`src/rtl/ep_ctl_pkg.sv`:
```
package ep_ctl_pkg;
  // Strobes from control to datapath, one cycle each
  typedef struct packed {
    logic forceFlag;   // setup data phase began: set bit 7
    logic writeFlag;   // CPU write may update bit 7
    logic loadSie;     // engine update of the low bits
    logic writeLow;    // CPU write may update the low bits
  } regStrobes_t;
endpackage

```
`src/rtl/ep_ctl_control.sv`:
```
module ep_ctl_control
  import ep_ctl_pkg::*;
(
  input  logic        clk,
  input  logic        rstN,
  input  logic        cpuRdStb,
  input  logic        cpuWrStb,
  input  logic        sieSetupDataStart,
  input  logic        sieAckStart,
  input  logic        sieUpdStb,
  input  logic        flagIn,
  output regStrobes_t strobes,
  output logic        lowLocked
);
  logic setupForced;
  logic clearBlock;

  always_ff @(posedge clk or negedge rstN) begin
    if (!rstN) begin
      setupForced <= 1'b0;
      clearBlock  <= 1'b0;
      lowLocked   <= 1'b0;
    end else begin
      if (sieSetupDataStart)   setupForced <= 1'b1;
      else if (sieAckStart)    setupForced <= 1'b0;

      if (sieSetupDataStart)                clearBlock <= 1'b1;
      else if (cpuRdStb && !setupForced)    clearBlock <= 1'b0;

      if (sieUpdStb)           lowLocked <= 1'b1;
      else if (cpuRdStb)       lowLocked <= 1'b0;
    end
  end

  always_comb begin
    strobes.forceFlag = sieSetupDataStart;
    strobes.writeFlag = cpuWrStb && !clearBlock;
    strobes.loadSie   = sieUpdStb;
    strobes.writeLow  = cpuWrStb && !lowLocked && !sieUpdStb;
  end


  forced_flag_chk: assert property (@(posedge clk) disable iff (!rstN)
    setupForced |-> flagIn);


  block_keeps_flag_chk: assert property (@(posedge clk) disable iff (!rstN)
    clearBlock && flagIn |=> flagIn);


  forced_read_no_unblock_chk: assert property (@(posedge clk) disable iff (!rstN)
    setupForced && !sieAckStart |=> clearBlock);


  sie_wins_lock_chk: assert property (@(posedge clk) disable iff (!rstN)
    sieUpdStb |=> lowLocked);
endmodule

```
`src/rtl/ep_ctl_datapath.sv`:
```
module ep_ctl_datapath
  import ep_ctl_pkg::*;
#(
  parameter int                ADDR_W     = 8,
  parameter int                WIN_LOG2   = 3,
  parameter logic [ADDR_W-1:0] WIN_BASE_A = 8'hE0,
  parameter logic [ADDR_W-1:0] WIN_BASE_B = 8'hF8
) (
  input  logic              clk,
  input  logic              rstN,
  input  regStrobes_t       strobes,
  input  logic [7:0]        cpuWrData,
  input  logic [6:0]        sieUpdData,
  input  logic              bufWrReq,
  input  logic [ADDR_W-1:0] bufWrAddr,
  output logic [7:0]        regValue,
  output logic              bufWrEn
);
  localparam int NUM_WIN = 2;
  localparam int TAG_W   = ADDR_W - WIN_LOG2;
  localparam logic [ADDR_W-1:0] WIN_BASES [NUM_WIN] = '{WIN_BASE_A, WIN_BASE_B};

  logic       flagQ;
  logic [6:0] lowQ;

  always_ff @(posedge clk or negedge rstN) begin
    if (!rstN) begin
      flagQ <= 1'b0;
      lowQ  <= '0;
    end else begin
      if (strobes.forceFlag)      flagQ <= 1'b1;
      else if (strobes.writeFlag) flagQ <= cpuWrData[7];

      if (strobes.loadSie)        lowQ <= sieUpdData;
      else if (strobes.writeLow)  lowQ <= cpuWrData[6:0];
    end
  end

  logic [NUM_WIN-1:0] winHit;
  for (genvar w = 0; w < NUM_WIN; w++) begin : g_win
    assign winHit[w] = (bufWrAddr[ADDR_W-1:WIN_LOG2] == WIN_BASES[w][ADDR_W-1:WIN_LOG2]);
  end

  logic [TAG_W-1:0] unusedTag;
  assign unusedTag = '0;

  assign bufWrEn  = bufWrReq && !(flagQ && (|winHit));
  assign regValue = {flagQ, lowQ};


  sie_load_chk: assert property (@(posedge clk) disable iff (!rstN)
    strobes.loadSie |=> (lowQ == $past(sieUpdData)) && (flagQ == $past(flagQ) || $past(strobes.forceFlag) || $past(strobes.writeFlag)));


  no_write_when_idle_chk: assert property (@(posedge clk) disable iff (!rstN)
    !bufWrReq |-> !bufWrEn);
endmodule

```
`src/rtl/ep_ctl_reg_arbiter.sv`:
```
module ep_ctl_reg_arbiter
  import ep_ctl_pkg::*;
#(
  parameter int                ADDR_W     = 8,
  parameter int                WIN_LOG2   = 3,
  parameter logic [ADDR_W-1:0] WIN_BASE_A = 8'hE0,
  parameter logic [ADDR_W-1:0] WIN_BASE_B = 8'hF8
) (
  input  logic              clk,
  input  logic              rstN,
  input  logic              cpuRdStb,
  input  logic              cpuWrStb,
  input  logic [7:0]        cpuWrData,
  input  logic              sieSetupDataStart,
  input  logic              sieAckStart,
  input  logic              sieUpdStb,
  input  logic [6:0]        sieUpdData,
  input  logic              bufWrReq,
  input  logic [ADDR_W-1:0] bufWrAddr,
  output logic [7:0]        regValue,
  output logic [3:0]        epMode,
  output logic              bufWrEn
);
  regStrobes_t strobes;
  logic        lowLocked;

  ep_ctl_control i_control (
    .clk(clk), .rstN(rstN), .cpuRdStb(cpuRdStb), .cpuWrStb(cpuWrStb),
    .sieSetupDataStart(sieSetupDataStart), .sieAckStart(sieAckStart),
    .sieUpdStb(sieUpdStb), .flagIn(regValue[7]),
    .strobes(strobes), .lowLocked(lowLocked)
  );

  ep_ctl_datapath #(
    .ADDR_W(ADDR_W), .WIN_LOG2(WIN_LOG2),
    .WIN_BASE_A(WIN_BASE_A), .WIN_BASE_B(WIN_BASE_B)
  ) i_datapath (
    .clk(clk), .rstN(rstN), .strobes(strobes), .cpuWrData(cpuWrData),
    .sieUpdData(sieUpdData), .bufWrReq(bufWrReq), .bufWrAddr(bufWrAddr),
    .regValue(regValue), .bufWrEn(bufWrEn)
  );

  assign epMode = regValue[3:0];


  locked_write_ignored_chk: assert property (@(posedge clk) disable iff (!rstN)
    lowLocked && !sieUpdStb |=> $stable(regValue[6:0]));


  read_unlocks_chk: assert property (@(posedge clk) disable iff (!rstN)
    cpuRdStb && !sieUpdStb |=> !lowLocked);


  window_gate_chk: assert property (@(posedge clk) disable iff (!rstN)
    regValue[7] && (bufWrAddr[ADDR_W-1:WIN_LOG2] == WIN_BASE_A[ADDR_W-1:WIN_LOG2]
                    || bufWrAddr[ADDR_W-1:WIN_LOG2] == WIN_BASE_B[ADDR_W-1:WIN_LOG2]) |-> !bufWrEn);


  setup_sets_flag_chk: assert property (@(posedge clk) disable iff (!rstN)
    sieSetupDataStart |=> regValue[7]);
endmodule

```
`config.mk`:
```
export PLATFORM = sky130hd
export DESIGN_NAME = ep_ctl_reg_arbiter
export DESIGN_NICKNAME = d
export VERILOG_FILES = /design/src/rtl/ep_ctl_pkg.sv /design/src/rtl/ep_ctl_control.sv /design/src/rtl/ep_ctl_datapath.sv /design/src/rtl/ep_ctl_reg_arbiter.sv
export SDC_FILE = /design/constraint.sdc
export NUM_CORES = 1
export LEC_CHECK = 0
export BUFFER_PORTS_ARGS = -buffer_cell sky130_fd_sc_hd__buf_2
export CAP_MARGIN = 20
export CORE_MARGIN = 1
export CORE_UTILIZATION = 43
export DETAILED_ROUTE_END_ITERATION = 12
export HOLD_SLACK_MARGIN = 0.03
export PLACE_DENSITY_LB_ADDON = 0.08
export SLEW_MARGIN = 20
export SYNTH_ARGS = -nofsm -noshare
export SYNTH_HDL_FRONTEND = slang
export SYNTH_SLANG_ARGS = --single-unit
```
`constraint.sdc`:
```
create_clock -name clk -period 1.8 [get_ports clk]
set_input_delay 0.18 -clock clk [delete_from_list [all_inputs] [get_ports clk]]
set_output_delay 0.18 -clock clk [all_outputs]
set_load 0.03 [all_outputs]
```
* Word-level counts from Yosys, hierarchy flattened
Index checks and enable logic that the tools add are counted.
Word-level totals: bits in registers 11, logic and storage cells 34, input port bits 31, output and inout bits 13
Operators by class: eq/ne operators 2, multiplexer cells 10, reductions and logical operators 17
Operators by type and width (count):
- $mux W7 | 2
- $eq A5 B5 Y1 const B | 2
- $reduce_bool A2 Y1 | 5
- $mux W1 | 8
- $logic_and A1 B1 Y1 | 6
- $logic_not A1 Y1 | 5
- $reduce_or A2 Y1 | 1

* Longest topological paths before layout
word-level depth 5, mapped depth 4, gate-level depth less buffers 2

* Hierarchy
From an unflattened synthesis, not the netlist that was laid out.
Unflattened totals: cell total of the unflattened synthesis 54, area, all modules 566.8 um2
By module, submodules not included:
- ep_ctl_datapath | seq. area each 200.2 um2, area each 395.4 um2, times used 1, cells an instance 37
- ep_ctl_control | seq. area each 75.1 um2, area each 141.4 um2, times used 1, cells an instance 13
- ep_ctl_reg_arbiter | seq. area each 0.0 um2, area each 30.0 um2, times used 1, cells an instance 4

* Least setup slack after synthesis
OpenSTA, ideal clock, no wires.
kind flip-flop to flip-flop, from register i_control.lowLocked, to register i_datapath.lowQ[5], clock period less this slack 941 ps, path buffers 0, cell stages (with the launch flop) 3, required time 1664 ps, arrival 805 ps, library setup time 136 ps, path slack 859 ps, cell sequence dfrtp_1 > and2b_4 > o311ai_2
Between the ends: cells in the longest elaborated chain, start to end 4
Ends and longest elaborated chain:
- start: declaration | line ep_ctl_control.sv:13 | output logic lowLocked
- start signal: assignment | line ep_ctl_control.sv:22 | lowLocked <= 1'b0;
- start signal: assignment | line ep_ctl_control.sv:30 | if (sieUpdStb) lowLocked <= 1'b1;
- start signal: assignment | line ep_ctl_control.sv:31 | else if (cpuRdStb) lowLocked <= 1'b0;
- $logic_not A1 Y1 | line ep_ctl_control.sv:39 | strobes.writeLow = cpuWrStb && !lowLocked && !sieUpdStb;
- $logic_and A1 B1 Y1 (2 in series) | line ep_ctl_control.sv:39
- $reduce_bool A2 Y1 (no source line)
- end signal: assignment | line ep_ctl_datapath.sv:34 | if (strobes.loadSie) lowQ <= sieUpdData;
- end signal: assignment | line ep_ctl_datapath.sv:35 | else if (strobes.writeLow) lowQ <= cpuWrData[6:0];
- end: declaration | line ep_ctl_datapath.sv:24 | logic [6:0] lowQ;
No other way between the ends. A chain may end at the register's enable or synchronous reset.

* Final worst setup path
from register i_datapath.flagQ, to output bufWrEn
Between the ends: cells in the longest elaborated chain, start to end 3
Ends and longest elaborated chain:
- start: declaration | line ep_ctl_datapath.sv:23 | logic flagQ;
- start signal: assignment | line ep_ctl_datapath.sv:32 | else if (strobes.writeFlag) flagQ <= cpuWrData[7];
- $logic_and A1 B1 Y1 | line ep_ctl_datapath.sv:47 | assign bufWrEn = bufWrReq && !(flagQ && (|winHit));
- $logic_not A1 Y1 | line ep_ctl_datapath.sv:47
- $logic_and A1 B1 Y1 | line ep_ctl_datapath.sv:47
- end: declaration | line ep_ctl_reg_arbiter.sv:22 | output logic bufWrEn
No other way between the ends.

==> reports/qor.log <==
qor: timing.fin_tns_setup 0 ps
qor: clocking.clk-insertion-delay-late 260 ps
qor: timing.max_freq 794 MHz
qor: synth.synth_sequential_area_ratio 40.9%
qor: global_route.grt_pass1_wl 2190 µm
qor: placed_design.final_estimated_routing_congestion_in_global_placement 0.713
qor: timing.fin_hold_ws 134 ps
qor: flow_run.maxCapViolations 0
qor: final_layout.finalCoreUtilization 62.8%
qor: placed_design.dp_cells 107
qor: routing.drt-vias-per-instance 4.97
qor: floorplan.initial_utilization 48.7%
qor: synth.synth-warning-count 0
qor: setup_path.worst_ep_required_time 1620 ps
qor: floorplan.chipWidth 41.6 µm
qor: synth.synth_cell_area 673 µm²
qor: synth.synth.ff_latch_count 11
qor: setup_path.critPathArrivalTime 1080 ps
qor: routing.drt_first_iter_violations 4
qor: floorplan.floorplan.core_area 1380 µm²
qor: routing.drt_pre_antenna_iters 2
qor: pwr.clock_power_share 26.2%
qor: clocking.clkSlewWorstSetupHoldPaths 70 ps
qor: routing.wire_per_inst 11.5 µm
qor: global_route.antenna_found_initial 0
qor: pwr.pwr_density_cell 742 nW/µm²
qor: synth.syn_nets 90
qor: clocking.h-tree-depth 1
qor: hold_path.hold_class in2reg
qor: final_layout.area_growth 29.0%
qor: floorplan.fp-row-count 13
qor: clocking.tritoncts yes
qor: run_status.run_status completed
qor: floorplan.design.die.area 1730 µm²
qor: timing.post-route-period-util 69.9%
qor: synth.synth.distinct_cells 15
qor: placed_design.portBuffers 40
qor: setup_path.cpPeakStageDelay 370 ps
qor: clocking.cts_max_path_buffers 2
qor: placed_design.placement_setup_slack 732 ps
qor: placed_design.place.detailed.hpwl 983 µm
qor: pwr.combinationalPowerShare 29.8%
qor: clocking.cts.sink_count 11
qor: pwr.internal-power 0.432 mW
qor: timing.worst_pin_slew 392 ps
qor: timing.timing.final.ws_setup 541 ps
qor: timing.min_period 1260 ps
qor: pwr.seq_power_share 44.0%
qor: setup_path.cp_max_fo 3
qor: global_route.first_global_vias 513
qor: setup_path.worstSetupStartpointType register
qor: pwr.netSwitchingFraction 32.9%
qor: setup_path.cp_slowest_cell sky130_fd_sc_hd__dfrtp_1
qor: clocking.post_cts_sizing_count 0
qor: timing.final-max-slew-violation-count 0
qor: routing.postRouteAntennaNets 0
qor: synth.avg_cell_area_syn 11.4 µm²
qor: timing.fin_worst_skew 0.275 ps
qor: timing.slew-limit-headroom 73.9%
qor: setup_path.crit_path_cell_trace nand4_1 -> o21a_1 -> buf_2
qor: timing.timing.final.hold_violations 0
qor: clocking.cts.root.buffer_cell sky130_fd_sc_hd__clkbuf_4
qor: routing.drc 0
qor: synth.post_synth_inst_count 59
qor: final_layout.drive_gt1_share 52.6%
qor: floorplan.die_y 41.6 µm
qor: clocking.cts_inserted_buffers 3
qor: routing.dr_total_vias 557
qor: final_layout.fillers 117
qor: floorplan.io_pins 44
qor: setup_path.setup.worst_path.class reg2out
qor: final_layout.number_of_nets_in_the_layout 129
qor: routing.totalWireLength 1280 µm
qor: global_route.gr-total-overflow 0
qor: timing.rsz0062_at_grt no
qor: pwr.netSwitchingPower 0.212 mW
qor: final_layout.finalNonFillerCells 112
qor: pwr.vdd_ir_drop_max 0.421 mV
qor: final_layout.antenna_cells_inserted 0
qor: global_route.globalRouteTotalUtil 16.5%
qor: timing.report.final.setup_viol 0
qor: setup_path.critical_path_end_type output pin
qor: global_route.grt_max_degree 23
qor: pwr.leakage 0.439 nW
placed cells by master, fill, tap and decap left out, drive strengths merged:
master | synthesis | layout
clkbuf | 0 | 4
dlygate4sd3 | 0 | 1
xor2 | 1 | 1
nand2b | 2 | 2
buf | 7 | 40
nand2 | 7 | 7
o311ai | 7 | 7
and2b | 1 | 1
a211o | 1 | 1
inv | 9 | 9
nand4 | 1 | 1
and3b | 1 | 1
o21a | 1 | 1
nand4bb | 7 | 7
a21o | 3 | 3
dfrtp | 11 | 11
cell usage after synthesis:
master / instances / share of area, %
sky130_fd_sc_hd__buf_6: 2 / 3.3
sky130_fd_sc_hd__buf_4: 5 / 5.6
sky130_fd_sc_hd__inv_1: 9 / 5.0
sky130_fd_sc_hd__a21o_1: 3 / 3.3
sky130_fd_sc_hd__nand2_1: 7 / 3.9
sky130_fd_sc_hd__nand2b_1: 2 / 1.9
sky130_fd_sc_hd__o21a_1: 1 / 1.1
sky130_fd_sc_hd__and2b_4: 1 / 1.5
sky130_fd_sc_hd__nand4_1: 1 / 0.93
sky130_fd_sc_hd__a211o_1: 1 / 1.3
sky130_fd_sc_hd__and3b_1: 1 / 1.3
sky130_fd_sc_hd__dfrtp_1: 11 / 41
sky130_fd_sc_hd__xor2_1: 1 / 1.3
sky130_fd_sc_hd__o311ai_2: 7 / 17
sky130_fd_sc_hd__nand4bb_1: 7 / 12
metrics by stage:
| stage | power, mW | area [µm²] |
|---|---|---|
| finish | 0.644 | 868 |
| global route | 0.686 | 868 |
| floorplan | 0.427 | 673 |
| CTS | 0.656 | 868 |
| detailed placement | 0.481 | 832 |
| global placement | 0.479 | 832 |
cells by family after synthesis:
family / Yosys count / synth area share [%]
compound gates: 12 / 22.7
xor+xnor: 1 / 1.30
buf+inv: 16 / 13.9
flops: 11 / 40.9
simple gates: 19 / 21.2
worst paths after layout:
kind / to / slack [ps] / startpoint / depth (start not counted)
setup reg to reg: i_datapath.lowQ[3] / 730 / i_control.lowLocked / 2
max in group asynchronous: i_control.lowLocked / 1290 / rstN / 2
min in group asynchronous: i_datapath.lowQ[2] / 320 / rstN / 2
hold / removal: i_control.setupForced / 130 / sieSetupDataStart / 2
setup / recovery: bufWrEn / 540 / i_datapath.flagQ / 3
hold reg to reg: i_control.setupForced / 480 / i_control.setupForced / 1
cell type report:
class / instances / area [µm²] / share of cell area (%)
Timing Repair Buffer: 41 / 210 / 24.2
Inverter: 9 / 33.8 / 3.89
Sequential cell: 11 / 275 / 31.7
Multi-Input combinational cell: 32 / 304 / 35.0
Tap cell: 15 / 18.8 / 2.16
Clock buffer: 4 / 26.3 / 3.03
flip-flops by register name, summed over array words and instances (netlist names):
name,cells
i_control.clearBlock,1
i_datapath.flagQ,1
i_control.setupForced,1
i_datapath.lowQ,7
i_control.lowLocked,1
critical path, delay by kind of cell, from the launching register on:
family          cells  cell delay, ps
flops               1             370
compound gates      1             180
buf+inv             1             170
simple gates        1             100
timing repair:
item / in CTS / in global routing
hold buffers: 1 / 0
hold endpoints to repair: 11 / 0
buffers inserted: 0 / 0
power groups by stage:
stage	sequential (mW)	combinational, mW	clock, mW
after floorplan	0.321	0.106	0
after CTS	0.284	0.195	0.177
final	0.284	0.192	0.169
after global placement	0.288	0.191	0
after detailed placement	0.288	0.193	0
after global routing	0.287	0.207	0.191
routing by layer:
metal / track usage (%) / vias up / share of wire (%)
met4: 5.81 / 0 / 0
met5: 0 / - / 0
met1: 19.9 / 253 / 44
li1: - / 283 / -
met2: 25.6 / 21 / 49
met3: 7.83 / 0 / 6.7
No activity file was read; power rests on OpenSTA's default activity.
